`src/rtl/vsq_pkg.sv`:
```
// Package: shared widths and the control-bit layout of the qualifier.
// Assumes: bit 0 of the packed struct is the horizontal inversion bit.
package vsq_pkg;
    localparam int LINE_W = 8;

    typedef struct packed {
        logic vs_filt;
        logic vs_inv;
        logic hs_filt;
        logic hs_inv;
    } vsq_ctrl_t;

    localparam int CTRL_W = $bits(vsq_ctrl_t);
endpackage

```
`src/rtl/vsq_cfg_regs.sv`:
```
// Module: configuration holding registers for the qualifier.
// Assumes: single-cycle writes; address 0 is the minimum width, 1 the control bits.
module vsq_cfg_regs
    import vsq_pkg::*;
#(
    parameter int WIDTH_W = LINE_W
) (
    input  logic               clk,
    input  logic               rst_n,
    input  logic               we,
    input  logic               addr,
    input  logic [7:0]         wdata,
    output logic [WIDTH_W-1:0] min_width,
    output vsq_ctrl_t          ctrl
);
    // Load the minimum width or control bits on a write strobe.
    always_ff @(posedge clk) begin
        if (!rst_n) begin
            min_width <= '0;
            ctrl      <= '0;
        end else if (we) begin
            if (addr == 1'b0)
                min_width <= wdata[WIDTH_W-1:0];
            else
                ctrl <= vsq_ctrl_t'(wdata[CTRL_W-1:0]);
        end
    end
endmodule

```
`src/rtl/vsq_sync_cond.sv`:
```
// Module: synchronises one sync input, applies polarity, optionally deglitches.
// Assumes: the filter length is at least 2; the output is registered.
module vsq_sync_cond #(
    parameter int STAGES   = 2,
    parameter int FILT_LEN = 3
) (
    input  logic clk,
    input  logic rst_n,
    input  logic din,
    input  logic inv,
    input  logic filt_en,
    output logic dout
);
    localparam int CNT_W = $clog2(FILT_LEN);

    logic [STAGES-1:0] sync_q;
    logic [CNT_W-1:0]  stable_cnt;
    logic              raw;

    // Shift the asynchronous input through the synchroniser chain.
    always_ff @(posedge clk) begin
        if (!rst_n) sync_q <= '0;
        else        sync_q <= {sync_q[STAGES-2:0], din};
    end

    assign raw = sync_q[STAGES-1] ^ inv;

    // Follow raw directly, or only after FILT_LEN consecutive differing samples.
    always_ff @(posedge clk) begin
        if (!rst_n) begin
            dout       <= 1'b0;
            stable_cnt <= '0;
        end else if (!filt_en) begin
            dout       <= raw;
            stable_cnt <= '0;
        end else if (raw == dout) begin
            stable_cnt <= '0;
        end else if (stable_cnt == CNT_W'(FILT_LEN - 1)) begin
            dout       <= raw;
            stable_cnt <= '0;
        end else begin
            stable_cnt <= stable_cnt + 1'b1;
        end
    end

    // with the filter on, an output change follows three equal raw samples.
    assert_filter_hold_R4: assert property (@(posedge clk) disable iff (!rst_n)
        (filt_en && $past(filt_en) && $past(filt_en, 2) && $past(filt_en, 3)
         && dout != $past(dout))
        |-> ($past(raw) == dout && $past(raw, 2) == dout && $past(raw, 3) == dout));
endmodule

```
`src/rtl/vsq_line_qual.sv`:
```
// Module: counts lines inside vertical sync and flags sufficiently long ones.
// Assumes: both syncs are already synchronous, active-high and deglitched.
module vsq_line_qual #(
    parameter int WIDTH_W = 8
) (
    input  logic               clk,
    input  logic               rst_n,
    input  logic               hs_n,
    input  logic               vs_n,
    input  logic [WIDTH_W-1:0] min_width,
    output logic               pulse,
    output logic               level
);
    logic               hs_d, vs_d;
    logic               hs_rise, vs_rise;
    logic [WIDTH_W-1:0] line_cnt;
    logic [WIDTH_W-1:0] cnt_next;
    logic               cnt_sat;
    logic               fire;

    // Hold last-cycle sync levels for edge detection.
    always_ff @(posedge clk) begin
        if (!rst_n) begin
            hs_d <= 1'b0;
            vs_d <= 1'b0;
        end else begin
            hs_d <= hs_n;
            vs_d <= vs_n;
        end
    end

    assign hs_rise  = hs_n & ~hs_d;
    assign vs_rise  = vs_n & ~vs_d;
    assign cnt_sat  = &line_cnt;
    assign cnt_next = line_cnt + 1'b1;

    // Count horizontal edges inside vertical sync, clear outside, saturate at max.
    always_ff @(posedge clk) begin
        if (!rst_n)
            line_cnt <= '0;
        else if (!vs_n)
            line_cnt <= '0;
        else if (hs_rise && !cnt_sat)
            line_cnt <= cnt_next;
    end

    // Qualification event: leading edge for a zero minimum, else count reaching it.
    always_comb begin
        if (!vs_n)
            fire = 1'b0;
        else if (min_width == '0)
            fire = vs_rise;
        else
            fire = hs_rise && !cnt_sat && (cnt_next == min_width);
    end

    // Register the strobe and hold the level until vertical sync ends.
    always_ff @(posedge clk) begin
        if (!rst_n) begin
            pulse <= 1'b0;
            level <= 1'b0;
        end else begin
            pulse <= fire;
            level <= vs_n ? (level | fire) : 1'b0;
        end
    end

    // the count never drops while vertical sync stays active.
    assert_count_monotonic_R6: assert property (@(posedge clk) disable iff (!rst_n)
        $past(vs_n) |-> line_cnt >= $past(line_cnt));

    // the strobe lasts one clock.
    assert_single_pulse_R7: assert property (@(posedge clk) disable iff (!rst_n)
        pulse |=> !pulse);

    // the strobe is accompanied by the level.
    assert_pulse_with_level_R10: assert property (@(posedge clk) disable iff (!rst_n)
        pulse |-> level);

    // the level only holds while vertical sync was active.
    assert_level_in_vs_R10: assert property (@(posedge clk) disable iff (!rst_n)
        level |-> $past(vs_n));

    // the count at saturation stays there while vertical sync lasts.
    assert_no_wrap_R11: assert property (@(posedge clk) disable iff (!rst_n)
        ($past(vs_n) && $past(cnt_sat)) |-> cnt_sat);
endmodule

```
`src/rtl/vsync_qualifier.sv`:
```
// Module: top of the sync conditioner and vertical sync width qualifier.
// Assumes: raw syncs are asynchronous to clk; configuration is static during a frame.
module vsync_qualifier
    import vsq_pkg::*;
#(
    parameter int SYNC_STAGES = 2,
    parameter int FILT_LEN    = 3
) (
    input  logic       clk,
    input  logic       rst_n,
    input  logic       cfg_we,
    input  logic       cfg_addr,
    input  logic [7:0] cfg_wdata,
    input  logic       hs_in,
    input  logic       vs_in,
    output logic       hs_norm,
    output logic       vs_norm,
    output logic       vsq_pulse,
    output logic       vsq_level
);
    localparam int NCH = 2;

    logic [LINE_W-1:0] min_width;
    vsq_ctrl_t         ctrl;
    logic [NCH-1:0]    ch_in, ch_inv, ch_filt, ch_out;

    vsq_cfg_regs #(.WIDTH_W(LINE_W)) u_cfg (
        .clk       (clk),
        .rst_n     (rst_n),
        .we        (cfg_we),
        .addr      (cfg_addr),
        .wdata     (cfg_wdata),
        .min_width (min_width),
        .ctrl      (ctrl)
    );

    assign ch_in   = {vs_in, hs_in};
    assign ch_inv  = {ctrl.vs_inv, ctrl.hs_inv};
    assign ch_filt = {ctrl.vs_filt, ctrl.hs_filt};

    for (genvar i = 0; i < NCH; i++) begin : g_chan
        vsq_sync_cond #(.STAGES(SYNC_STAGES), .FILT_LEN(FILT_LEN)) u_cond (
            .clk     (clk),
            .rst_n   (rst_n),
            .din     (ch_in[i]),
            .inv     (ch_inv[i]),
            .filt_en (ch_filt[i]),
            .dout    (ch_out[i])
        );
    end

    assign hs_norm = ch_out[0];
    assign vs_norm = ch_out[1];

    vsq_line_qual #(.WIDTH_W(LINE_W)) u_qual (
        .clk       (clk),
        .rst_n     (rst_n),
        .hs_n      (hs_norm),
        .vs_n      (vs_norm),
        .min_width (min_width),
        .pulse     (vsq_pulse),
        .level     (vsq_level)
    );
endmodule

```
`config.mk`:
```
export PLATFORM = sky130hd
export DESIGN_NAME = vsync_qualifier
export DESIGN_NICKNAME = d
export VERILOG_FILES = /design/src/rtl/vsq_pkg.sv /design/src/rtl/vsq_cfg_regs.sv /design/src/rtl/vsq_sync_cond.sv /design/src/rtl/vsq_line_qual.sv /design/src/rtl/vsync_qualifier.sv
export SDC_FILE = /design/constraint.sdc
export NUM_CORES = 1
export LEC_CHECK = 0
export ABC_AREA = 0
export BUFFER_PORTS_ARGS = -buffer_cell sky130_fd_sc_hd__buf_4
export CORE_MARGIN = 2
export CORE_UTILIZATION = 38
export CTS_BUF_LIST = sky130_fd_sc_hd__clkbuf_4
export CTS_CLUSTER_DIAMETER = 50
export DETAILED_ROUTE_END_ITERATION = 10
export GPL_ROUTABILITY_DRIVEN = 0
export PLACE_DENSITY = 0.59
export SLEW_MARGIN = 10
export SYNTH_ARGS = -nofsm -noshare
export SYNTH_HDL_FRONTEND = slang
export SYNTH_HIERARCHICAL = 1
export SYNTH_SLANG_ARGS = --single-unit
```
`constraint.sdc`:
```
create_clock -name clk -period 2.37 [get_ports clk]
set_clock_uncertainty 0.05 [all_clocks]
set_input_delay 0.474 -clock clk [delete_from_list [all_inputs] [get_ports clk]]
set_output_delay 0.474 -clock clk [all_outputs]
set_load 0.01 [all_outputs]
```
==> metrics.txt, run 1 <==
status finished, final reports clean; number of global-route vias before repair 1244; Die Width 69.1 um; Setup crit start u_qual/line_cnt[2]; CTS tree yes; area of the multi-input gates 850 sq um; largest net degree at the start of global routing 31; cts hold-fix bufs 0; fin crit period 1.98 ns; critical path type flip-flop to flip-flop; post-route cell area 1870 sq um; hold_sp vs_in; DRC Markers 0; setup TNS 0 ns; filler cell count 415; Fmax achieved 0.505 GHz; Least-Margin Pin Slew 0.393 ns; 1st-iter DRT viols 74; # diodes 0; final hold vios 0; Final period util 0.836; R2R depth 5; Mapped Nets 190; Nets 207; WHS Endpoint g_chan[1].u_cond/sync_q[0]; Synth top area share 0.423; cell area after synthesis 1610 sq um; #FFs+latches synth 34; Max Slew Vio Count 0; layout cell share with drive strength beyond 1 0.152; synthesized area per cell 9.30 sq um; initial core utilization 0.399; Slew headroom 0.737; Final setup viols 0; via count 1219; Top FF cell, synth dfxtp_1; grt ovf 0; # clock sinks 34; Placed Instance Area 1770 sq um; num ports 18; PD cells 677 nW/um^2; flip-flop and latch area 681 sq um; Worst IR Drop VDD 0.000346 V; dominant cell type by area after synthesis dfxtp_1; FF-to-FF Start u_qual/line_cnt[2]; setup repair after global routing missed its margin false; Clock transition at path regs 0.12 ns; Routed wire per std cell 12.6 um; fin cells 241; post-CTS setup buffer count 0; Resized Gates After CTS 0; Worst Hold Class primary input to flip-flop; Layout area overhead 16.3%; Placed Cells 233; Via density 5.06; Max-Cap Viols 0; Root Buffer clkbuf_4; main area contributors after synthesis dfxtp_1 42%, mux2i_1 9.3%, nand2_1 6.1%, xnor2_1 4.4%, xor2_1 4.4%; crit start category flip-flop; gr usage total 0.136; Seq/Total Area, Yosys 0.423; die boundary height 69.1 um; CP arrival 2.18 ns; CP required 2.57 ns; CTS Buf Count 5; most frequent cell after synthesis dfxtp_1; worst reg2reg setup slack 0.39 ns; Reg-to-Reg End u_qual/pulse; 1st-pass router iterations 4; Leak 0.721 nW; final WL 3.04 mm; HPWL Detailed 2.30 mm; initial antenna violation count 0; FFs w/ async S/R, synth 0; first-pass GRT wire length 5.27 mm; core area 4030 sq um; antenna viol nets, final 0; Post-synth EDFFs 0; DIE AREA 4770 sq um; endpoint class of the critical path flip-flop; Cells after Synth 173; Skew-Pair Late Insertion Delay 0.34 ns; Yosys warnings 6; Worst Path Max Fanout 8; clock tree buffer depth 2; WHS Path Cells 2; row cnt 23; H-tree depth 2; IO Port Bufs 17; Unique masters post-synth 38; most frequent cells after synthesis 34 x dfxtp_1, 26 x nand2_1, 15 x mux2i_1
layout by cell type, fill, tap and decap left out, types with 3 or more instances in the layout:
master    count
dfxtp_1      34
nand2_1      26
buf_4        19
mux2i_1      15
nor2_1       11
inv_1         8
xnor2_1       8
xor2_1        8
and2_1        6
clkbuf_4      5
nor3_1        5
nand2b_1      4
nand3_1       4
nand3b_1      3
a211oi_1      3
ha_1          3
cells by family after synthesis:
| logic type | share of synthesized area |
|---|---|
| simple gates | 0.226 |
| flops | 0.423 |
| xor+xnor | 0.115 |
| buf+inv | 0.0490 |
| compound gates | 0.0700 |
| mux | 0.0933 |
| fa+ha+maj | 0.0233 |
metrics by stage:
step | util | setup slack, ns | power (mW) | hold slack, ns
6_report | 0.465 | 0.389 | 1.27 | 0.279
5_1_grt | 0.465 | 0.245 | 1.32 | 0.267
4_1_cts | 0.465 | 0.387 | 1.28 | 0.268
3_5_place_dp | 0.438 | 0.417 | 0.738 | 0.374
3_3_place_gp | 0.438 | 0.480 | 0.734 | 0.358
2_1_floorplan | - | 0.572 | 0.696 | 0.350
per-layer routing:
| layer | GRT usage | up-vias | part of all wire |
|---|---|---|---|
| met4 | 0.0610 | 0 | 0.016 |
| met1 | 0.158 | 565 | 0.47 |
| met5 | 0 | - | 0 |
| met2 | 0.233 | 23 | 0.47 |
| li1 | - | 624 | - |
| met3 | 0.0365 | 7 | 0.040 |
report_power, final:
part           internal [mW]  switching (mW)
registers              0.591          0.0189
clock network          0.330           0.212
logic                 0.0617          0.0528
total                  0.983           0.284
flip-flops by register name (all words and copies together), names as in the netlist:
name	count
g_chan.u_cond/dout	2
u_cfg/min_width	8
u_qual/hs_d	1
u_qual/vs_d	1
g_chan.u_cond/stable_cnt	4
u_qual/pulse	1
u_qual/level	1
g_chan.u_cond/sync_q	4
u_cfg/ctrl	4
u_qual/line_cnt	8
worst max-delay path: stages, from the launching register on:
cell      delay (ns)
dfxtp_1         0.48
and4_4          0.29
and4_1          0.30
a211oi_1        0.11
or4_4           0.54
o32ai_1         0.13
layout make-up:
type,instances,share of cell area
multi-input cells,122,0.454
flip-flops and latches,34,0.364
repair buffers,19,0.0762
clock inverters,3,0.0368
well taps,50,0.0334
clock buffers,5,0.0201
inverters,8,0.0160
worst max-delay path by stage:
stage,slack (ns),end,cells after the start
3_5_place_dp,0.42,u_qual/pulse,5
5_1_grt,0.25,u_qual/pulse,5
4_1_cts,0.39,u_qual/pulse,5
3_3_place_gp,0.48,u_qual/pulse,5
2_1_floorplan,0.57,u_qual/pulse,6
6_report,0.39,u_qual/pulse,5
No activity file was read; power rests on OpenSTA's default activity.
==> inputs of run 2 (changes only) <==
ABC_AREA = 1   (was 0)
PLACE_DENSITY = 0.61   (was 0.59)
clock period = 1.6 ns   (was 2.37 ns; I/O delays follow)
==> run 2 against run 1 <==
Net effect: sequential share of layout area down 2.1 points; first-iteration DRC count fell by 49%; final cell count increased by 37%; critical endpoint is now u_qual/level; largest cell class unchanged.
==> metrics.txt, run 2 <==
Via density 4.48 (was 5.06); Synth top area share 0.404 (was 0.423); Cells after Synth 249 (was 173); CP arrival 1.75 ns (was 2.18 ns); Placed Cells 318 (was 233); fin cells 329 (was 241); gr usage total 0.147 (was 0.136); final WL 3.29 mm (was 3.04 mm); Final period util 0.952 (was 0.836); # clock sinks 34 (unchanged); final hold vios 0 (unchanged); HPWL Detailed 2.43 mm (was 2.30 mm); Top FF cell, synth dfxtp_1 (unchanged); Worst Setup Slack, final 0.0771 ns (was 0.389 ns); Buf+Inv Stages, Crit Path 1 (was 0); #FFs+latches synth 34 (unchanged); antenna viol nets, final 0 (unchanged); Crit path max-delay family simple AND/OR/NAND/NOR gates (unchanged); clock tree buffer depth 2 (unchanged); filler cell count 485 (was 415); Skew-Pair Late Insertion Delay 0.33 ns (was 0.34 ns); Slew headroom 0.802 (was 0.737); crit-path cells ha_4 > nand2_4 > buf_4 > nand3_1 > nand2_1 > nor2_1 > nand2_1 > nor2_2 > nand3_2 > nand2_2 > nand2_2 > a21oi_2 (was and4_4 > and4_1 > a211oi_1 > or4_4 > o32ai_1); fin crit period 1.52 ns (was 1.98 ns); Least-Margin Pin Slew 0.296 ns (was 0.393 ns); core area 4320 sq um (was 4030 sq um); PD cells 799 nW/um^2 (was 677 nW/um^2); area of the multi-input gates 855 sq um (was 850 sq um); H-tree depth 2 (unchanged); Placed Instance Area 1880 sq um (was 1770 sq um); Mapped Nets 266 (was 190); CP peak stage delay 0.38 ns (was 0.54 ns); layout cell share with drive strength beyond 1 0.206 (was 0.152); DIE AREA 4980 sq um (was 4770 sq um); endpoint class of the critical path flip-flop (unchanged); flip-flop and latch area 686 sq um (was 681 sq um); row cnt 24 (was 23); dominant cell type by area after synthesis dfxtp_1 (unchanged); first-pass GRT wire length 5.87 mm (was 5.27 mm); critical path type flip-flop to flip-flop (unchanged); cell area after synthesis 1690 sq um (was 1610 sq um); Routed wire per std cell 10.0 um (was 12.6 um); Max Slew Vio Count 0 (unchanged); initial core utilization 0.390 (was 0.399); setup TNS 0 ns (unchanged); Worst IR Drop VDD 0.000538 V (was 0.000346 V); Unique masters post-synth 25 (was 38); num ports 18 (unchanged); worst reg2reg setup slack 0.08 ns (was 0.39 ns); Die Width 70.6 um (was 69.1 um); most frequent cells in the layout 53 x nand2_1, 43 x inv_1, 36 x nor2_1, 30 x dfxtp_1, 24 x nand3_1 (was 34 x dfxtp_1, 26 x nand2_1, 19 x buf_4, 15 x mux2i_1, 11 x nor2_1); status finished, final reports clean (unchanged); Place WS 0.0386 ns (was 0.417 ns); 1st-pass router iterations 4 (unchanged); cts hold-fix bufs 0 (unchanged); 1st-iter DRT viols 38 (was 74); Final Hold Slack 0.113 ns (was 0.279 ns); via count 1473 (was 1219); crit start category flip-flop (unchanged); IO Port Bufs 17 (unchanged); Worst Path Max Fanout 5 (was 8); CTS tree yes (unchanged); CTS Buf Count 5 (unchanged); Final setup viols 0 (unchanged); die boundary height 70.6 um (was 69.1 um); Yosys warnings 6 (unchanged); number of global-route vias before repair 1374 (was 1244); DRC Markers 0 (unchanged); Max-Cap Viols 0 (unchanged); initial antenna violation count 0 (unchanged); Root Buffer clkbuf_4 (unchanged); Nets 293 (was 207); CP required 1.83 ns (was 2.57 ns); most common cell after layout, fill and taps aside nand2_1 (was dfxtp_1); CP max stage cell dfxtp_2 (was or4_4); most frequent cell after synthesis nand2_1 (was dfxtp_1); main area contributors after synthesis dfxtp_1 40%, nand2_1 12%, inv_1 9.8%, nor2_1 8.2%, nand3_1 7.4% (was dfxtp_1 42%, mux2i_1 9.3%, nand2_1 6.1%, xnor2_1 4.4%, xor2_1 4.4%); Leak 0.946 nW (was 0.721 nW); largest net degree at the start of global routing 24 (was 31); Clock transition at path regs 0.11 ns (was 0.12 ns); FFs w/ async S/R, synth 0 (unchanged); Seq/Total Area, Yosys 0.404 (was 0.423); most frequent cells after synthesis 54 x nand2_1, 44 x inv_1, 37 x nor2_1 (was 34 x dfxtp_1, 26 x nand2_1, 15 x mux2i_1); synthesized area per cell 6.77 sq um (was 9.30 sq um); Worst Hold Class primary input to flip-flop (unchanged); post-route cell area 2000 sq um (was 1870 sq um); largest registers u_cfg/min_width: 8 flops, u_qual/line_cnt: 8 flops (unchanged); Layout area overhead 18.7% (was 16.3%); Fmax achieved 0.657 GHz (was 0.505 GHz); Post-synth EDFFs 0 (unchanged); # diodes 0 (unchanged); grt ovf 0 (unchanged)
-- run 2: cell types whose count changed after synthesis, moves of 4 or more --
| cell | change |
|---|---|
| o21ai_0 | +11 |
| xnor2_1 | -7 |
| nor2_2 | +4 |
| nand2_2 | +5 |
| nand3_1 | +21 |
| xor2_1 | -7 |
| mux2i_1 | -15 |
| nand2b_1 | -4 |
| nor2_1 | +26 |
| a21oi_1 | +7 |
| nand2_1 | +28 |
| inv_1 | +36 |
| and2_1 | -6 |
| nor3_1 | -5 |
-- run 2: final cells by class --
class,count,share of cell area
Clock buffer,6,0.0225
Clock inverter,2,0.00438
Inverter,46,0.0863
Multi-Input combinational cell,167,0.427
Sequential cell,34,0.343
Tap cell,52,0.0325
Timing Repair Buffer,22,0.0844
-- run 2: path summary, 6_finish.rpt --
path                                                startpoint  cells after the start                        endpoint
worst max register to register              u_qual/line_cnt[0]                     12                    u_qual/level
worst min-delay path                                     vs_in                      3      g_chan[1].u_cond/sync_q[0]
worst min register to register  g_chan[0].u_cond/stable_cnt[0]                      1  g_chan[0].u_cond/stable_cnt[0]
worst max-delay path                        u_qual/line_cnt[0]                     12                    u_qual/level
-- run 2: metal layers --
metal  share of wire  vias to the layer above  track usage  wire, um
met4           0.012                        0       0.0566        40
li1                -                      828            -         -
met3           0.032                        4       0.0427       106
met5               0                        -            0         0
met1            0.50                      620        0.185      1660
met2            0.45                       21        0.238      1490
-- run 2: power by group --
part	total, mW	internal, mW	switching (mW)
Sequential	0.913	0.883	0.0295
Combinational	0.214	0.0927	0.122
Clock	0.471	0.182	0.289
Total	1.60	1.16	0.440
-- run 2: through the flow --
stage	total power, mW	utilization
2_1_floorplan	1.07	-
3_3_place_gp	1.14	0.435
3_5_place_dp	1.14	0.435
4_1_cts	1.62	0.448
5_1_grt	1.70	0.463
6_report	1.60	0.463
-- run 2: kinds of logic (layout without fill, tap and decap cells) --
family | after synthesis | count (layout) | synth area share
buf+inv | 48 | 76 | 0.108
xor+xnor | 2 | 2 | 0.0104
compound gates | 29 | 29 | 0.100
simple gates | 133 | 133 | 0.355
fa+ha+maj | 3 | 3 | 0.0223
flops | 34 | 34 | 0.404
-- run 2: timing repair --
item	in CTS	in global routing
setup buffers	0	3
endpoints found under the setup margin	0	6
gates resized for setup	0	13
-- run 2: worst min-delay path, cell delays in order --
cell and delay (ns):
buf_4 0.07, nand2_1 0.04, inv_1 0.04
